**src/rtl/dma_cnt_pkg.sv**
```systemverilog
// Package: shared select codes for the DMA address and word counter.
// Assumes a two-bit register select on the host port.
package dma_cnt_pkg;

    typedef enum logic [1:0] {
        SEL_COUNT = 2'd0,
        SEL_ADDR  = 2'd1,
        SEL_CTRL  = 2'd2,
        SEL_NONE  = 2'd3
    } cfg_sel_e;

endpackage

```
**src/rtl/dma_req_ctrl.sv**
```systemverilog
// Module: dma_req_ctrl
// Decides whether a transfer request turns into a bus request or into a
// zero-count report, and produces the one-cycle step strobe on acknowledge.
// Assumes bus_ack is only meaningful while bus_req is high.
module dma_req_ctrl #(
    parameter int CNT_W = 16
) (
    input  logic             xfer_req,
    input  logic [CNT_W-1:0] count,
    input  logic             bus_ack,
    output logic             bus_req,
    output logic             zero_count,
    output logic             step_en
);

    logic count_is_zero;

    // Classify the request against the current count.
    always_comb begin
        count_is_zero = (count == '0);
        bus_req       = xfer_req && !count_is_zero;
        zero_count    = xfer_req && count_is_zero;
        step_en       = bus_req && bus_ack;
    end

endmodule

```
**src/rtl/dma_count_unit.sv**
```systemverilog
// Module: dma_count_unit
// Holds the up-counting word count and the sticky done flag.
// Assumes a host load has priority over a step in the same cycle.
module dma_count_unit #(
    parameter int CNT_W       = 16,
    parameter int NARROW_STEP = 1,
    parameter int WIDE_STEP   = 2
) (
    input  logic             clk,
    input  logic             rst_n,
    input  logic             load_en,
    input  logic [CNT_W-1:0] load_val,
    input  logic             step_en,
    input  logic             step_wide,
    output logic [CNT_W-1:0] count,
    output logic             done
);

    localparam logic [CNT_W-1:0] INC_N = CNT_W'(NARROW_STEP);
    localparam logic [CNT_W-1:0] INC_W = CNT_W'(WIDE_STEP);

    logic [CNT_W-1:0] count_next;

    // Compute the stepped count for the current transfer width.
    always_comb begin
        count_next = count + (step_wide ? INC_W : INC_N);
    end

    // Register the count: load first, then step.
    always_ff @(posedge clk) begin
        if (!rst_n) begin
            count <= '0;
        end else if (load_en) begin
            count <= load_val;
        end else if (step_en) begin
            count <= count_next;
        end
    end

    // Track completion: set on a step reaching zero, clear on reload.
    always_ff @(posedge clk) begin
        if (!rst_n) begin
            done <= 1'b0;
        end else if (load_en) begin
            done <= 1'b0;
        end else if (step_en && (count_next == '0)) begin
            done <= 1'b1;
        end
    end

endmodule

```
**src/rtl/dma_addr_unit.sv**
```systemverilog
// Module: dma_addr_unit
// Holds the low address, the extension bits and the increment-inhibit bit,
// and advances the full address on a step unless inhibited and not forced.
// Assumes carries beyond the top extension bit are dropped.
module dma_addr_unit #(
    parameter int ADDR_W      = 16,
    parameter int EXT_W       = 2,
    parameter int NARROW_STEP = 2,
    parameter int WIDE_STEP   = 4,
    localparam int FULL_W     = ADDR_W + EXT_W
) (
    input  logic              clk,
    input  logic              rst_n,
    input  logic              addr_we,
    input  logic [ADDR_W-1:0] addr_wval,
    input  logic              ctrl_we,
    input  logic [EXT_W-1:0]  ext_wval,
    input  logic              inh_wval,
    input  logic              step_en,
    input  logic              step_wide,
    input  logic              force_inc,
    output logic [FULL_W-1:0] full_addr,
    output logic              inhibit
);

    localparam logic [FULL_W-1:0] INC_N = FULL_W'(NARROW_STEP);
    localparam logic [FULL_W-1:0] INC_W = FULL_W'(WIDE_STEP);

    logic [ADDR_W-1:0] base_q;
    logic [EXT_W-1:0]  ext_q;
    logic [FULL_W-1:0] addr_next;
    logic              write_back;

    // Form the full address and its stepped value.
    always_comb begin
        full_addr  = {ext_q, base_q};
        addr_next  = full_addr + (step_wide ? INC_W : INC_N);
        write_back = step_en && (!inhibit || force_inc);
    end

    // Low address: host write wins, else take the stepped value.
    always_ff @(posedge clk) begin
        if (!rst_n) begin
            base_q <= '0;
        end else if (addr_we) begin
            base_q <= addr_wval;
        end else if (write_back) begin
            base_q <= addr_next[ADDR_W-1:0];
        end
    end

    // Extension bits: host write wins, else follow the carry.
    always_ff @(posedge clk) begin
        if (!rst_n) begin
            ext_q <= '0;
        end else if (ctrl_we) begin
            ext_q <= ext_wval;
        end else if (write_back) begin
            ext_q <= addr_next[FULL_W-1:ADDR_W];
        end
    end

    // Inhibit bit: written only by the host.
    always_ff @(posedge clk) begin
        if (!rst_n) begin
            inhibit <= 1'b0;
        end else if (ctrl_we) begin
            inhibit <= inh_wval;
        end
    end

endmodule

```
**src/rtl/dma_addr_counter.sv**
```systemverilog
// Module: dma_addr_counter (top)
// Address and word-count keeper for one transfer channel: decodes host
// register writes, gates transfer requests on a nonzero count, and steps
// count and address on each acknowledged access.
// Assumes the data width equals the count and address widths.
module dma_addr_counter #(
    parameter int DATA_W       = 16,
    parameter int CNT_W        = 16,
    parameter int ADDR_W       = 16,
    parameter int EXT_W        = 2,
    parameter int CNT_STEP_N   = 1,
    parameter int CNT_STEP_W   = 2,
    parameter int ADDR_STEP_N  = 2,
    parameter int ADDR_STEP_W  = 4,
    localparam int FULL_W      = ADDR_W + EXT_W
) (
    input  logic              clk,
    input  logic              rst_n,
    input  logic              cfg_we,
    input  logic [1:0]        cfg_sel,
    input  logic [DATA_W-1:0] cfg_wdata,
    input  logic              xfer_req,
    input  logic              xfer_wide,
    input  logic              xfer_force,
    input  logic              bus_ack,
    output logic              bus_req,
    output logic              bus_wide,
    output logic [FULL_W-1:0] bus_addr,
    output logic              zero_count,
    output logic [CNT_W-1:0]  word_count,
    output logic              incr_inhibit,
    output logic              done
);

    import dma_cnt_pkg::*;

    localparam int INH_BIT = EXT_W;

    logic cnt_we;
    logic adr_we;
    logic ctl_we;
    logic step_en;

    // Decode the host register select.
    always_comb begin
        cnt_we   = cfg_we && (cfg_sel_e'(cfg_sel) == SEL_COUNT);
        adr_we   = cfg_we && (cfg_sel_e'(cfg_sel) == SEL_ADDR);
        ctl_we   = cfg_we && (cfg_sel_e'(cfg_sel) == SEL_CTRL);
        bus_wide = xfer_wide;
    end

    dma_req_ctrl #(
        .CNT_W (CNT_W)
    ) u_req (
        .xfer_req   (xfer_req),
        .count      (word_count),
        .bus_ack    (bus_ack),
        .bus_req    (bus_req),
        .zero_count (zero_count),
        .step_en    (step_en)
    );

    dma_count_unit #(
        .CNT_W       (CNT_W),
        .NARROW_STEP (CNT_STEP_N),
        .WIDE_STEP   (CNT_STEP_W)
    ) u_cnt (
        .clk       (clk),
        .rst_n     (rst_n),
        .load_en   (cnt_we),
        .load_val  (CNT_W'(cfg_wdata)),
        .step_en   (step_en),
        .step_wide (xfer_wide),
        .count     (word_count),
        .done      (done)
    );

    dma_addr_unit #(
        .ADDR_W      (ADDR_W),
        .EXT_W       (EXT_W),
        .NARROW_STEP (ADDR_STEP_N),
        .WIDE_STEP   (ADDR_STEP_W)
    ) u_addr (
        .clk       (clk),
        .rst_n     (rst_n),
        .addr_we   (adr_we),
        .addr_wval (ADDR_W'(cfg_wdata)),
        .ctrl_we   (ctl_we),
        .ext_wval  (cfg_wdata[EXT_W-1:0]),
        .inh_wval  (cfg_wdata[INH_BIT]),
        .step_en   (step_en),
        .step_wide (xfer_wide),
        .force_inc (xfer_force),
        .full_addr (bus_addr),
        .inhibit   (incr_inhibit)
    );

endmodule

```
**config.mk**
```make
export PLATFORM = sky130hd
export DESIGN_NAME = dma_addr_counter
export DESIGN_NICKNAME = d
export VERILOG_FILES = /design/src/rtl/dma_cnt_pkg.sv /design/src/rtl/dma_req_ctrl.sv /design/src/rtl/dma_count_unit.sv /design/src/rtl/dma_addr_unit.sv /design/src/rtl/dma_addr_counter.sv
export SDC_FILE = /design/constraint.sdc
export NUM_CORES = 1
export LEC_CHECK = 0
export BUFFER_PORTS_ARGS = -buffer_cell sky130_fd_sc_hd__clkbuf_2
export CAP_MARGIN = 20
export CORE_MARGIN = 2
export CORE_UTILIZATION = 45
export DETAILED_ROUTE_END_ITERATION = 8
export PLACE_DENSITY = 0.81
export SETUP_SLACK_MARGIN = 0.1
export SKIP_CTS_REPAIR_TIMING = 1
export SLEW_MARGIN = 40
export SYNTH_ARGS = -nofsm -noshare
export SYNTH_HDL_FRONTEND = slang
export SYNTH_HIERARCHICAL = 1
export SYNTH_SLANG_ARGS = --single-unit
```
**constraint.sdc**
```tcl
create_clock -name clk -period 3.4 [get_ports clk]
set_input_delay 0.34 -clock clk [delete_from_list [all_inputs] [get_ports clk]]
set_output_delay 0.34 -clock clk [all_outputs]
set_load 0.02 [all_outputs]
```
After elaboration in Yosys (flattened, before gate mapping). Index checks and enable logic that the tools add are counted.

Register bits after elaboration: 36. Latch bits: 0. RAM bits: 0. Memory bits (read-only): 0. Input port bits: 25. Output and inout bits: 39. Logic and storage cells: 36. Memories: 0.

$add $sub $neg: 2. Multiply operators: 0. Div/mod/pow operators: 0. Magnitude comparators: 0. Equal/unequal tests: 2. Shift operators: 0. Muxes and demuxes: 8. Bitwise gates (word level): 1. Reduce and logical (&&, ||, !) cells: 18.

Operators by type and width (count): 16-bit 2-to-1 mux (4); 16-bit zero test (2); 18-bit adder (1); 16-bit adder (1); 1-bit logical AND (8); 2-bit 2-to-1 mux (3); 2-bit nonzero test (3); 3-bit 2-to-1 mux (1); 2-bit by 1-bit == test with 1-bit output, second input constant (1); 2-bit == test, second input constant (1); 1-bit zero test (2); 2-bit zero test (1); 2-bit OR reduction (1); 1-bit logical OR (1); 1-bit NOT (1).

Depth between registers and ports, before layout.
Depth in word-level cells: 7. Mapped depth: 9. Mapped depth without buffers: 9.

Cells and area by module. The synthesis kept the hierarchy.

By module, submodules not included: dma_count_unit (instances 1, cells each 156, area an instance 1268.7 um2, sequential area each 340.3 um2); dma_addr_unit (instances 1, cells each 125, area an instance 1063.5 um2, sequential area each 380.4 um2); dma_req_ctrl (instances 1, cells each 9, area an instance 57.6 um2, sequential area each 0.0 um2); dma_addr_counter (instances 1, cells each 4, area an instance 37.5 um2, sequential area each 0.0 um2).

Least setup slack after synthesis. No wires, ideal clock.

Kind: register to register. Start: reg u_cnt.count[0]. End: reg u_cnt.count[14]. Library setup time: 0.122 ns. Data arrival time: 2.472 ns. Data required time: 3.278 ns. Path slack: 0.806 ns. Stages on the path, launching flop included: 8. Path buffers: 0. Clock period less this slack: 2.594 ns. Cell sequence: dfxtp_1 -> ha_1 -> inv_1 -> fa_1 -> nand3b_1 -> or4_1 -> o21a_1 -> o311a_1.

Word-level cells in the longest chain between the ends: 5. Elaborated cells on any way between the ends: 8. Those cells by class: add/sub: 1; mux: 2; reduce/logical: 5.

RTL lines: start, declared (RTL line dma_count_unit.sv:15) `output logic [CNT_W-1:0] count,`; start signal, assigned (RTL line dma_count_unit.sv:34) `count <= load_val;`; start signal, assigned (RTL line dma_count_unit.sv:36) `count <= count_next;`; branches (longest 5 deep; another with 16-bit adder).

Several ways; the timed one is not identified. The select of a mux whose other input is x is not followed. A chain may end at the register's enable or synchronous reset.

Worst setup path after layout.
Start: reg u_cnt.count[2]. End: reg u_cnt.count[14].

Word-level cells in the longest chain between the ends: 5. Elaborated cells on any way between the ends: 8. Those cells by class: add/sub: 1; mux: 2; reduce/logical: 5.

RTL lines: 16-bit zero test (RTL line dma_req_ctrl.sv:20) `count_is_zero = (count == '0);`; 1-bit zero test (RTL line dma_req_ctrl.sv:21) `bus_req = xfer_req && !count_is_zero;`; 1-bit logical AND (RTL line dma_req_ctrl.sv:21); 1-bit logical AND (RTL line dma_req_ctrl.sv:23) `step_en = bus_req && bus_ack;`; named net step_en (RTL line dma_addr_counter.sv:42) `logic step_en;`; 2-bit nonzero test (no source line).

The timed path passes the listed nets, and every way through them passes these cells. The select of a mux whose other input is x is not followed.

==> impl_metrics.csv <==
group,metric,value,unit
placed_design,dpl_worst_slack,0.608,ns
cells_and_area,final_util,0.557,
floorplanning,core,0.00517,mm^2
worst_hold_path,worstHoldStart,"cfg_wdata[1]",
clock_network,clk_path_buf_depth,2,
critical_path,r2r-start,"u_cnt/count[2]",
synth,synth_flop_cell,"dfxtp_1",
timing,finalWorstPathRequiredPeriod,2.67,ns
timing,whs,0.307,ns
power,peakVddDrop,0.000226,V
timing,worst_slack,0.727,ns
power,power_density,352,mW/mm^2
placed_design,dpl-instance-area,0.00279,mm^2
global_route,grt_use_total,0.242,
synth,synth_edf_count,0,
global_route,antenna_found_initial,0,
power,total_power,1.01,mW
clock_network,cts_tree,"done",
floorplanning,die_h,77.4,um
synth,yosysMostFrequentCell,"dfxtp_1",
timing,hold_viol_final,0,
floorplanning,row_count,26,
route,wl_met2,3270,um
clock_network,root_buffer,"clkbuf_8",
critical_path,cp_max_fo,15,
clock_network,cts_buffers,5,
synth,yosysUniqueCellTypes,56,
global_route,grt_pass1_wl,11600,um
critical_path,cp-end-kind,"register",
cells_and_area,syn_to_final_growth,18.8,%
synth,synth_seq_area_share,0.297,
route,drcViolationCount,0,
job,drv_cap,0,
route,drtPass1Iterations,5,
synth,avgSynthCellArea,8.26,um^2
route,dr_wl_met3,593,um
critical_path,arrival,2.86,ns
worst_hold_path,hold_class,"in2reg",
route,viasPerCell,6.04,
timing,period_share,0.786,
placed_design,place.port_buffers,63,
route,drt-wirelength-per-cell,16.9,um
cells_and_area,finalInstanceArea,0.00288,mm^2
route,wl_met1,3000,um
floorplanning,die_x,77.4,um
global_route,grt_overflow,0,
route,routed_wirelength,7140,um
power,leakagePower,1.18,nW
synth,yosys_warnings,6,
synth,syn_nets,325,
timing,rsz0062_at_grt,"false",
cells_and_area,drive_gt1_frac,0.252,
synth,ys_ff_latch,36,
synth,synthesis.area,0.00243,mm^2
global_route,grt_pass1_vias,2407,
cells_and_area,final_cells,423,
timing,tightest_slew,0.639,ns
synth,synthTopCellsByArea,"dfxtp_1, o21ai_0, xnor2_1",
cells_and_area,nets,383,
clock_network,cts_sinks,36,
timing,slew_headroom,0.574,
synth,postSynthCellCount,294,
timing,slew_viol_final,0,
timing,fin_tns_setup,0,ns
route,ant_nets,0,
cells_and_area,diodes,0,
synth,synth-async-reset-ratio,0,
placed_design,hpwl,5250,um
floorplanning,initial_core_util,0.469,
critical_path,worstPathRequired,3.59,ns
clock_network,path_clk_slew,0.08,ns
global_route,grt_start_max_net_pins,37,
timing,setup_violations,0,
synth,ys_top_cells_by_count,"dfxtp_1, o21ai_0, nand2_1",
timing,fin_skew,0.00855,ns
placed_design,gp_congestion,0.910,
route,vias,2557,
floorplanning,io_pins,64,
outcome,outcome,"complete, no violations",
placed_design,dp.cells,415,
route,drt-initial-drc-count,196,
route,topRoutingLayerUsed,"met4",
critical_path,crit_type,"reg2reg",
clock_network,cts_htree_levels,2,
clock_network,clkLatencyLatePin,0.30,ns
critical_path,startpoint_type,"register",
synth,netlist.area_leader.share,0.297,
synth,synth_top_cell_by_area,"dfxtp_1",
critical_path,crit_path_start,"u_cnt/count[2]",
timing,max_freq,374,MHz
floorplanning,dieArea,0.00600,mm^2
## final cells by class
type	count	area [um^2]
fillers	486	2290
multi-input cells	227	1580
flip-flops and latches	36	721
repair buffers	67	345
well taps	70	87.6
clock buffers	5	68.8
inverters	15	56.3
clock inverters	3	23.8
## placed cells by master, fill, tap and decap left out, types with 4 or more instances in the layout
master and count:
dfxtp_1 36, inv_1 14, xor2_1 10, nand2b_1 7, and3_1 4, clkbuf_8 5
or3_2 4, nor4_1 6, o21ai_0 29, a31oi_1 8, nand3_1 11, ha_1 4
xnor2_1 14, nand4_1 9, buf_4 4, a21oi_1 13, clkbuf_2 63, nor3_1 7
o311a_1 4, nand2_1 19, and2_1 9, o211a_1 4, and4_1 4, nor2_1 6
nor2b_1 7
## power by group
part | internal (mW) | switching [mW] | leakage (nW)
logic | 0.0879 | 0.126 | 0.846
clock network | 0.145 | 0.171 | 0.0404
registers | 0.444 | 0.0408 | 0.294
## final timing paths
| check | to | slack (ns) | cells after the start |
|---|---|---|---|
| min reg2reg | u_cnt/done | 0.50 | 2 |
| max | u_cnt/count[14] | 0.73 | 7 |
| min | u_addr/base_q[1] | 0.31 | 2 |
| max reg2reg | u_cnt/count[14] | 0.73 | 7 |
## worst max-delay path, cell delays in order (launching register included)
cell	delay, ns
dfxtp_1	0.62
nor4_1	0.11
nand4_1	0.18
and3_1	0.32
nand3b_1	0.19
or4_1	0.60
o21a_1	0.21
o311a_1	0.32
## logic make-up (layout without fill, tap and decap cells)
kind of cell / count (synthesis) / count (layout) / share of synthesized area
AOI/OAI and AO/OA: 80 / 80 / 0.215
xor gates and xnor gates: 24 / 24 / 0.0866
adders and majority gates: 6 / 6 / 0.0371
buffers and inverters: 31 / 90 / 0.0521
DFF: 36 / 36 / 0.297
muxes: 4 / 4 / 0.0170
and+or+nand+nor: 113 / 113 / 0.295
## state kept, by name, summed over array words and instances (netlist names)
signal / cells
u_addr/ext_q: 2
u_addr/inhibit: 1
u_cnt/done: 1
u_addr/base_q: 16
u_cnt/count: 16
## per-layer routing
| metal | up-vias | global-route usage |
|---|---|---|
| li1 | 1208 | - |
| met1 | 1202 | 0.303 |
| met2 | 126 | 0.399 |
| met3 | 21 | 0.0477 |
| met4 | 0 | 0.118 |
| met5 | - | 0 |
Power figures use the tool's default switching activity.
